==> src/rtl/pic_pkg.sv <==
package pic_pkg;
  localparam int BUS_W = 8;

  typedef enum logic [1:0] {
    SEQ_RUN,
    SEQ_VEC,
    SEQ_CASC,
    SEQ_MODE
  } seq_t;

  typedef enum logic {
    SEL_REQ,
    SEL_SVC
  } rdsel_t;

  localparam logic [2:0] OP_NS_EOI  = 3'b001;
  localparam logic [2:0] OP_SP_EOI  = 3'b011;
  localparam logic [2:0] OP_SET_LOW = 3'b110;
endpackage

==> src/rtl/pic_cfg_seq.sv <==
module pic_cfg_seq
  import pic_pkg::*;
#(
  parameter int N = 8,
  localparam int W = $clog2(N)
) (
  input  logic             clk,
  input  logic             rst_n,
  input  logic             wr_en,
  input  logic             rd_en,
  input  logic             addr,
  input  logic [BUS_W-1:0] wdata,
  output logic [N-1:0]     mask,
  output logic [W-1:0]     lowest,
  output logic [N-1:0]     casc,
  output logic             sel_svc,
  output logic             poll_arm,
  output logic             init_clr,
  output logic             eoi_spec,
  output logic             eoi_ns,
  output logic [W-1:0]     eoi_lvl,
  output logic             busy
);
  seq_t   state;
  logic   need_mode;
  rdsel_t sel;
  logic   wr_cmd, cmd2, cmd3;

  assign wr_cmd   = wr_en && !addr;
  assign init_clr = wr_cmd && wdata[4];
  assign cmd2     = wr_cmd && !wdata[4] && !wdata[3];
  assign cmd3     = wr_cmd && !wdata[4] && wdata[3];
  assign eoi_spec = cmd2 && (wdata[7:5] == OP_SP_EOI);
  assign eoi_ns   = cmd2 && (wdata[7:5] == OP_NS_EOI);
  assign eoi_lvl  = wdata[W-1:0];
  assign busy     = (state != SEQ_RUN);
  assign sel_svc  = (sel == SEL_SVC);

  always_ff @(posedge clk or negedge rst_n) begin
    if (!rst_n) begin
      state     <= SEQ_RUN;
      need_mode <= 1'b0;
      mask      <= '0;
      lowest    <= W'(N - 1);
      casc      <= '0;
      sel       <= SEL_REQ;
      poll_arm  <= 1'b0;
    end else begin
      if (init_clr) begin
        state     <= SEQ_VEC;
        need_mode <= wdata[0];
        mask      <= '0;
        lowest    <= W'(N - 1);
        sel       <= SEL_REQ;
        poll_arm  <= 1'b0;
      end else if (wr_en && addr) begin
        case (state)
          SEQ_VEC:  state <= SEQ_CASC;
          SEQ_CASC: begin
            casc  <= wdata[N-1:0];
            state <= need_mode ? SEQ_MODE : SEQ_RUN;
          end
          SEQ_MODE: state <= SEQ_RUN;
          default:  mask  <= wdata[N-1:0];
        endcase
      end else if (cmd3) begin
        if (wdata[2]) poll_arm <= 1'b1;
        if (wdata[1]) sel <= wdata[0] ? SEL_SVC : SEL_REQ;
      end else if (cmd2 && (wdata[7:5] == OP_SET_LOW)) begin
        lowest <= wdata[W-1:0];
      end
      if (rd_en && !addr) poll_arm <= 1'b0;
    end
  end
endmodule

==> src/rtl/pic_req_latch.sv <==
module pic_req_latch #(
  parameter int N = 8
) (
  input  logic         clk,
  input  logic         rst_n,
  input  logic [N-1:0] line,
  input  logic [N-1:0] lvl_mode,
  input  logic [N-1:0] ack,
  output logic [N-1:0] irr
);
  logic [N-1:0] prev;

  for (genvar n = 0; n < N; n++) begin : g_in
    always_ff @(posedge clk or negedge rst_n) begin
      if (!rst_n) begin
        prev[n] <= 1'b0;
        irr[n]  <= 1'b0;
      end else begin
        prev[n] <= line[n];
        if (lvl_mode[n])              irr[n] <= line[n];
        else if (line[n] && !prev[n]) irr[n] <= 1'b1;
        else if (ack[n])              irr[n] <= 1'b0;
      end
    end
  end
endmodule

==> src/rtl/pic_prio_pick.sv <==
module pic_prio_pick #(
  parameter int N = 8,
  localparam int W = $clog2(N)
) (
  input  logic [N-1:0] vec,
  input  logic [W-1:0] lowest,
  output logic         any,
  output logic [W-1:0] lvl,
  output logic [W-1:0] rank
);
  logic [W-1:0] cand [N];

  for (genvar k = 0; k < N; k++) begin : g_cand
    assign cand[k] = lowest + W'(k + 1);
  end

  always_comb begin
    any  = 1'b0;
    lvl  = '0;
    rank = '0;
    for (int k = 0; k < N; k++) begin
      if (!any && vec[cand[k]]) begin
        any  = 1'b1;
        lvl  = cand[k];
        rank = W'(k);
      end
    end
  end
endmodule

==> src/rtl/prio_irq_ctrl.sv <==
module prio_irq_ctrl
  import pic_pkg::*;
#(
  parameter int NUM_IN = 8,
  localparam int LW = $clog2(NUM_IN)
) (
  input  logic              clk,
  input  logic              rst_n,
  input  logic [NUM_IN-1:0] irq_line,
  input  logic [NUM_IN-1:0] irq_level,
  input  logic              bus_wr,
  input  logic              bus_rd,
  input  logic              bus_addr,
  input  logic [BUS_W-1:0]  bus_wdata,
  output logic [BUS_W-1:0]  bus_rdata,
  output logic              int_out,
  output logic [NUM_IN-1:0] casc_sel,
  output logic              casc_req
);
  logic [NUM_IN-1:0] mask_r, irr, isr, isr_nx, ack_vec, casc;
  logic [LW-1:0]     lowest, eoi_lvl, req_lvl, req_rank, svc_lvl, svc_rank;
  logic              sel_svc, poll_arm, init_clr, eoi_spec, eoi_ns, cfg_busy;
  logic              req_any, svc_any, int_cond, poll_rd, poll_hit;

  pic_cfg_seq #(.N(NUM_IN)) u_cfg (
    .clk(clk), .rst_n(rst_n), .wr_en(bus_wr), .rd_en(bus_rd),
    .addr(bus_addr), .wdata(bus_wdata), .mask(mask_r), .lowest(lowest),
    .casc(casc), .sel_svc(sel_svc), .poll_arm(poll_arm),
    .init_clr(init_clr), .eoi_spec(eoi_spec), .eoi_ns(eoi_ns),
    .eoi_lvl(eoi_lvl), .busy(cfg_busy)
  );

  pic_req_latch #(.N(NUM_IN)) u_req (
    .clk(clk), .rst_n(rst_n), .line(irq_line), .lvl_mode(irq_level),
    .ack(ack_vec), .irr(irr)
  );

  pic_prio_pick #(.N(NUM_IN)) u_pick_req (
    .vec(irr & ~mask_r), .lowest(lowest),
    .any(req_any), .lvl(req_lvl), .rank(req_rank)
  );

  pic_prio_pick #(.N(NUM_IN)) u_pick_svc (
    .vec(isr), .lowest(lowest),
    .any(svc_any), .lvl(svc_lvl), .rank(svc_rank)
  );

  // A request wins the host only if it outranks everything in service.
  assign int_cond = req_any && (!svc_any || (req_rank < svc_rank));
  assign poll_rd  = bus_rd && !bus_addr && poll_arm;
  assign poll_hit = poll_rd && int_cond;
  assign ack_vec  = poll_hit ? (NUM_IN'(1) << req_lvl) : '0;

  always_comb begin
    isr_nx = isr;
    if (eoi_spec)          isr_nx[eoi_lvl] = 1'b0;
    if (eoi_ns && svc_any) isr_nx[svc_lvl] = 1'b0;
    if (poll_hit)          isr_nx[req_lvl] = 1'b1;
  end

  always_ff @(posedge clk or negedge rst_n) begin
    if (!rst_n)        isr <= '0;
    else if (init_clr) isr <= '0;
    else               isr <= isr_nx;
  end

  always_ff @(posedge clk or negedge rst_n) begin
    if (!rst_n) begin
      bus_rdata <= '0;
    end else if (bus_rd) begin
      if (bus_addr)     bus_rdata <= BUS_W'(mask_r);
      else if (poll_rd) bus_rdata <= poll_hit ? {1'b1, {(BUS_W-1-LW){1'b0}}, req_lvl} : '0;
      else if (sel_svc) bus_rdata <= BUS_W'(isr);
      else              bus_rdata <= BUS_W'(irr);
    end
  end

  assign int_out  = int_cond;
  assign casc_sel = casc;
  assign casc_req = int_cond && casc[req_lvl];
endmodule

==> config.mk <==
export PLATFORM = sky130hd
export DESIGN_NAME = prio_irq_ctrl
export DESIGN_NICKNAME = d
export VERILOG_FILES = /design/src/rtl/pic_pkg.sv /design/src/rtl/pic_cfg_seq.sv /design/src/rtl/pic_req_latch.sv /design/src/rtl/pic_prio_pick.sv /design/src/rtl/prio_irq_ctrl.sv
export SDC_FILE = /design/constraint.sdc
export NUM_CORES = 1
export LEC_CHECK = 0
export BUFFER_PORTS_ARGS = -buffer_cell sky130_fd_sc_hd__buf_2
export CAP_MARGIN = 20
export CORE_MARGIN = 3
export CORE_UTILIZATION = 35
export DETAILED_ROUTE_END_ITERATION = 8
export GPL_TIMING_DRIVEN = 1
export PLACE_DENSITY = 0.6
export SYNTH_ARGS = -nofsm -noshare
export SYNTH_HDL_FRONTEND = slang
export SYNTH_SLANG_ARGS = --single-unit
==> constraint.sdc <==
create_clock -name clk -period 8.64 [get_ports clk]
set_input_delay 0 -clock clk [delete_from_list [all_inputs] [get_ports clk]]
set_output_delay 0 -clock clk [all_outputs]
set_load 0.01 [all_outputs]
Yosys cells after proc, flatten, opt, wreduce, memory -nomap -nowiden
Cells that the tools add are included.
Widths: inputs -> output; s select.
{ "totals": {"output_inout_bits": 18, "regBits": 56, "input_bits": 29, "wordCells": 295, "latchBits": 0, "mem_bits_rw": 0, "mem_count": 0, "rom_bits": 0} }
{ "op_classes": {"n_addsub": 7, "eq_ne": 10, "div": 0, "bitwise_logic": 8, "reduce_logical": 89, "n_mux": 140, "shifts": 1, "n_mul": 0, "order_cmp": 15} }
{ "ops": {"columns": ["cell", "count"], "rows": [
  ["$mux 8", 12],
  ["$mux 3", 28],
  ["$mux 1", 72],
  ["$bmux 1 s3", 17],
  ["$lt 3x4->1 const B", 11],
  ["$logic_and 1x1->1", 40],
  ["$reduce_bool 3->1", 10],
  ["$logic_not 1->1", 26],
  ["$and 8x8->8", 3],
  ["$not 8->8", 3],
  ["$mux 2", 7],
  ["$add 3x3->3 const B", 4],
  ["$reduce_and 3->1", 4],
  ["$demux 1 s3", 3],
  ["$ge 3x1->1 const B", 3],
  ["$or 8x8->8", 1],
  ["$reduce_bool 2->1", 4],
  ["$shl 1x3->8 const A", 1],
  ["$add 3x2->3 const B", 2],
  ["$pmux 2 s3", 1],
  ["$eq 2x2->1 const B", 2],
  ["$ne 2x2->1 const B", 2],
  ["$reduce_and 2->1", 2],
  ["$reduce_bool 4->1", 1],
  ["11 further kinds", 11]
]} }

Depth between registers and ports, before layout
{ "logic_depth": {"word_depth": 35, "ltp_mapped": 19, "mapped_depth_nobuf": 16} }

Hierarchy
From an unflattened synthesis, not the netlist that was laid out.
{ "unflattened": {"hier_cells": 519, "hier_area_um2": 5119.9} }
{ "by_module_without_submodules": {"columns": ["module", "area_per_inst_um2", "n_inst", "seq_area_each_um2", "cells_each"], "rows": [
  ["pic_prio_pick", 1042.2, 2, 0.0, 111],
  ["prio_irq_ctrl", 1292.5, 1, 400.4, 153],
  ["pic_cfg_seq", 1192.4, 1, 604.3, 104],
  ["pic_req_latch", 550.5, 1, 400.4, 40]
]} }

Worst setup path before layout
No wires, ideal clock.
{ "synth_path": {"path_kind": "flip-flop to flip-flop", "from": "register u_cfg.lowest[1]", "to": "register u_req.irr[4]", "arrival_ns": 4.145, "path_stages_with_launch": 19, "path_buffers": 3, "synth_period_minus_slack_ns": 4.268, "setup_ns": 0.123, "setup_slack_ns": 4.372, "t_required_ns": 8.517, "cell_sequence": "dfstp_2 > buf_2 > inv_1 > clkbuf_1 > ha_1 > buf_2 > mux2_2 > nor2_1 > a221oi_1 > nor3_2 > nand2_1 > nor2_1 > a21oi_1 > ha_1 > or2_2 > a221oi_2 > nand3_1 > o21ai_1 > nand2_1"} }
{ "synth_between": {"elab_chain_cells": 31, "word_cells_on_any_way": 113, "classes_between": "add/sub (7); order compare (1); shift (1); mux (71); reduce/logical (33)"} }
{ "synth_lines": {"columns": ["element", "line_no", "text"], "rows": [
  ["start: declaration", "pic_cfg_seq.sv:14", "output logic [W-1:0] lowest,"],
  ["start signal: assignment", "pic_cfg_seq.sv:44", "lowest <= W'(N - 1);"],
  ["start signal: assignment", "pic_cfg_seq.sv:53", "lowest <= W'(N - 1);"],
  ["start signal: assignment", "pic_cfg_seq.sv:70", "lowest <= wdata[W-1:0];"],
  ["$add 3x1->3", "pic_prio_pick.sv:14", "assign cand[k] = lowest + W'(k + 1);"],
  ["$bmux 1 s3", "pic_prio_pick.sv:22", "if (!any && vec[cand[k]]) begin"],
  ["$mux 1 (implied by the code)", "pic_prio_pick.sv:22", null],
  ["$mux 1", "pic_prio_pick.sv:22", null],
  ["$logic_not 1->1", "pic_prio_pick.sv:22", null],
  ["$logic_and 1x1->1", "pic_prio_pick.sv:22", null],
  ["$mux 1", "pic_prio_pick.sv:22", null],
  ["$logic_not 1->1", "pic_prio_pick.sv:22", null],
  ["[... 15 more ...]", null, null],
  ["$logic_and 1x1->1", "pic_prio_pick.sv:22", null],
  ["$mux 3 / $mux 1 (equally long branches)", "pic_prio_pick.sv:22", null],
  ["$lt 3x3->1 / $logic_not 1->1 (equally long branches)", "prio_irq_ctrl.sv:49", "assign int_cond = req_any && (!svc_any || (req_rank < svc_rank));"],
  ["$logic_or 1x1->1", "prio_irq_ctrl.sv:49", null],
  ["$logic_and 1x1->1", "prio_irq_ctrl.sv:49", null],
  ["$logic_and 1x1->1", "prio_irq_ctrl.sv:51", "assign poll_hit = poll_rd && int_cond;"],
  ["$mux 8 *", "prio_irq_ctrl.sv:52", "assign ack_vec = poll_hit ? (NUM_IN'(1) << req_lvl) : '0;"],
  ["$reduce_bool 3->1 (no source line) *", null, null],
  ["end signal: indexed assignment", "pic_req_latch.sv:20", "if (lvl_mode[n]) irr[n] <= line[n];"],
  ["end: declaration", "pic_req_latch.sv:9", "output logic [N-1:0] irr"]
]} }
Every way passes the cells marked *; elsewhere a longest branch is shown, timed or not. The select of a mux whose other input is x is not followed.
A chain may end at the register's enable or synchronous reset.

Final worst setup path
{ "layout_path": {"from": "register u_cfg.lowest[0]", "to": "register u_req.irr[7]"} }
Same word-level chain as after synthesis.

==> metrics <==
Core Util, Final=42.16%; proportion of synthesized area in mux cells=21.58%; worst-skew pair later-pin latency=a little under 0.3 ns; Die H=121.5 µm; post-route clock skew=roughly 0.0077 ns; Peak VDD IR=approximately 190 µV; post-synthesis sequential area ratio=a little under a third; Startpoint Class=flop; PwrDens=273.1 nW/µm²; die area=roughly 15,000 µm²; clock sinks=56; aggregate global routing overflow=0; Final Hold Viols=0; worst min path class=in2reg; via count of the first global-routing pass=between 4,000 and 5,000; Mean Syn Cell Area=9.315 µm²; CTS tree=built; register bit total from synthesis=between 50 and 60; Crit Path Max Fanout=28; global-route usage over all layers=~20%; drt first pass iters=5; Hold WS=between 0.009 and 0.01 ns; Worst setup EP type=flop; final instance area=5406 µm²; status=complete, no violations; Synth Area in Compound Gates=about a fifth; ys flop type=dfrtp_1; Tmin final=between 5 and 6 ns; Post-Syn Nets=between 500 and 600; Yosys top cell area share=between 20% and 30%; WS Path Type=reg2reg; final net count=just under 600; CP Data Arrival Time=5.76 ns; adder-cell share of the synthesized area=under 10%; DRT iter0 DRCs=between 300 and 400; first-pass GRT wire length=23.45 mm; Fmax=between 150 and 200 MHz; Fillers=~1,300; initial antenna violation count=0; H-tree depth=2; Post-Syn Instances=approximately 500; Total Wirelength=14.56 mm; DRC errors left=0; Final Non-Filler Cells=around 720; root buf cell=clkbuf_16; RD Place Congestion=0.9290; area of the multi-input gates=3063 µm²; Worst Reg-to-Reg Cells=15; PostCTS Resize Cnt=0; final setup vio count=0; vias per cell=roughly 6; Post-synth top cells=72 x nand2_1, 53 x dfrtp_1, 28 x o21ai_0; area of the mapped netlist=4667 µm²; Req. time, crit path=slightly below 9 ns; Synth Area in XOR/XNOR=under 10%; IO Port Bufs=46; fin. max-slew vios=0; most instantiated library cell after synthesis=nand2_1; maximum root-to-sink buffer count=2; post-DP HPWL=about 11 mm; Worst Hold Depth=3; relative slew slack=between 40% and 50%; main combinational cell family by area after synthesis=multiplexers; Layout area overhead=15.84%; dpl cell area=about 5000 µm²; RSZ-0062 raised after global routing=false; # IOs=between 40 and 50; Die Width=121.5 µm; synth top area cells=dfrtp_1 28%, mux4_2 11%, nand2_1 5.8%; setup TNS=0 ns; YS warnings=0; Yosys top cell by area=dfrtp_1; FFs w/ async S/R, synth=100.0%; Placed Instances=a little under 700; ant diodes=0; Post-synth EDFFs=0; Core Footprint=roughly 13,000 µm²; cts bufs inserted=5; Row Count=41; Avg WL per Cell=just over 20 µm; Lkg Pwr=approximately 2.2 nW; Initial Util=36.39%; DR vias=around 4,300; fraction of layout cells with a size suffix above 1=between 20% and 30%; crit share post-route=between 60% and 70%; Simple-Gate Fraction of Synth Area=a little under 20%; storage element area=approximately 1400 µm²; Yosys cell types=74; ANT nets after route=0; Clk pin slew, worst setup/hold paths=0.07 ns; actual slew at the worst max-slew pin=around 0.8 ns; largest net degree at the start of global routing=57; number of max-cap violations=0
cell type report:
class	instances	area share, %
multi-input cells	402	56.65
flip-flops and latches	56	25.99
repair buffers	67	8.100
well taps	172	3.981
clock buffers	5	2.314
clock inverters	3	1.666
inverters	18	1.296
power breakdown:
part	switching, mW	internal [mW]
logic	0.475	0.328
clock network	0.0927	0.195
registers	0.0736	0.312
final timing paths:
check | start | slack [ns] | to
min in group asynchronous | rst_n | 0.38 | u_cfg.state[1]$_DFFE_PN0P_
max reg2reg | u_cfg.lowest[0]$_DFFE_PN1P_ | 3.05 | u_req.irr[7]$_DFFE_PN0P_
min reg2reg | bus_rdata[7]$_DFFE_PN0P_ | 0.52 | bus_rdata[7]$_DFFE_PN0P_
max | u_cfg.lowest[0]$_DFFE_PN1P_ | 3.05 | u_req.irr[7]$_DFFE_PN0P_
min | bus_wdata[6] | 0.01 | u_cfg.mask[6]$_DFFE_PN0P_
max in group asynchronous | rst_n | 7.81 | u_req.irr[7]$_DFFE_PN0P_
timing repair:
action	in CTS	in global routing
buffers inserted	0	0
hold buffers	20	0
hold endpoints to repair	74	0
critical path, stage by stage (launching register included):
cell and delay [ns]:
dfstp_2 0.98, inv_4 0.25, ha_1 0.88, mux4_2 0.66, mux2i_1 0.22, nand2_1 0.12, nor3_2 0.32, nand2_1 0.19
nor2_1 0.25, a21oi_1 0.07, ha_1 0.20, or2_2 0.33, a221oi_2 0.45, nand3_1 0.27, o21ai_1 0.19, nand2_1 0.07
layer usage:
metal  vias up  GRT usage, %  wire length [µm]
li1       2002             -                 -
met1      2139         28.68              6300
met2       161         31.81              6857
met3        32         2.238               971
met4         0         6.583               428
met5         -             0                 0
sequential cells by signal, summed over array words and instances, names as in the netlist, 2 cells and up:
signal,count
u_cfg.lowest,3
u_cfg.casc,8
isr,8
u_cfg.state,2
bus_rdata,8
u_req.irr,8
u_cfg.mask,8
u_req.prev,8
cell families after synthesis:
family          Yosys count
simple gates            179
compound gates          145
mux                      69
flops                    56
buf+inv                  43
xor+xnor                  5
fa+ha+maj                 4
stage by stage:
| stage | setup slack [ns] | total power [mW] |
|---|---|---|
| 2_1_floorplan | 4.372 | 0.9451 |
| 3_3_place_gp | 3.315 | 1.162 |
| 3_5_place_dp | 3.158 | 1.170 |
| 4_1_cts | 3.136 | 1.469 |
| 5_1_grt | 2.625 | 1.564 |
| 6_report | 3.053 | 1.477 |
placed cells by master, fill, tap and decap left out, types with 3 or more instances in the layout:
master          n
clkbuf_16       5
nor3_1         21
buf_2          46
nand2b_1       12
nor2_1         19
dfrtp_1        53
a211oi_1        3
nor2b_1        20
ha_1            4
and2_1          4
dfstp_2         3
dlygate4sd3_1  20
o31ai_1         4
o21ai_1         9
mux4_2         22
o311ai_0        6
mux2_2         20
mux2i_1        25
nor4bb_1        3
nand3_1        10
a21oi_1        27
o211ai_1        8
a31oi_1         4
nand2_1        72
inv_1          15
o22ai_1        13
a221oi_1        4
o21ai_0        28
a22oi_1         8
o21a_1          4
bufinv_16       3
a22o_1          3
No activity file was read; power rests on OpenSTA's default activity.
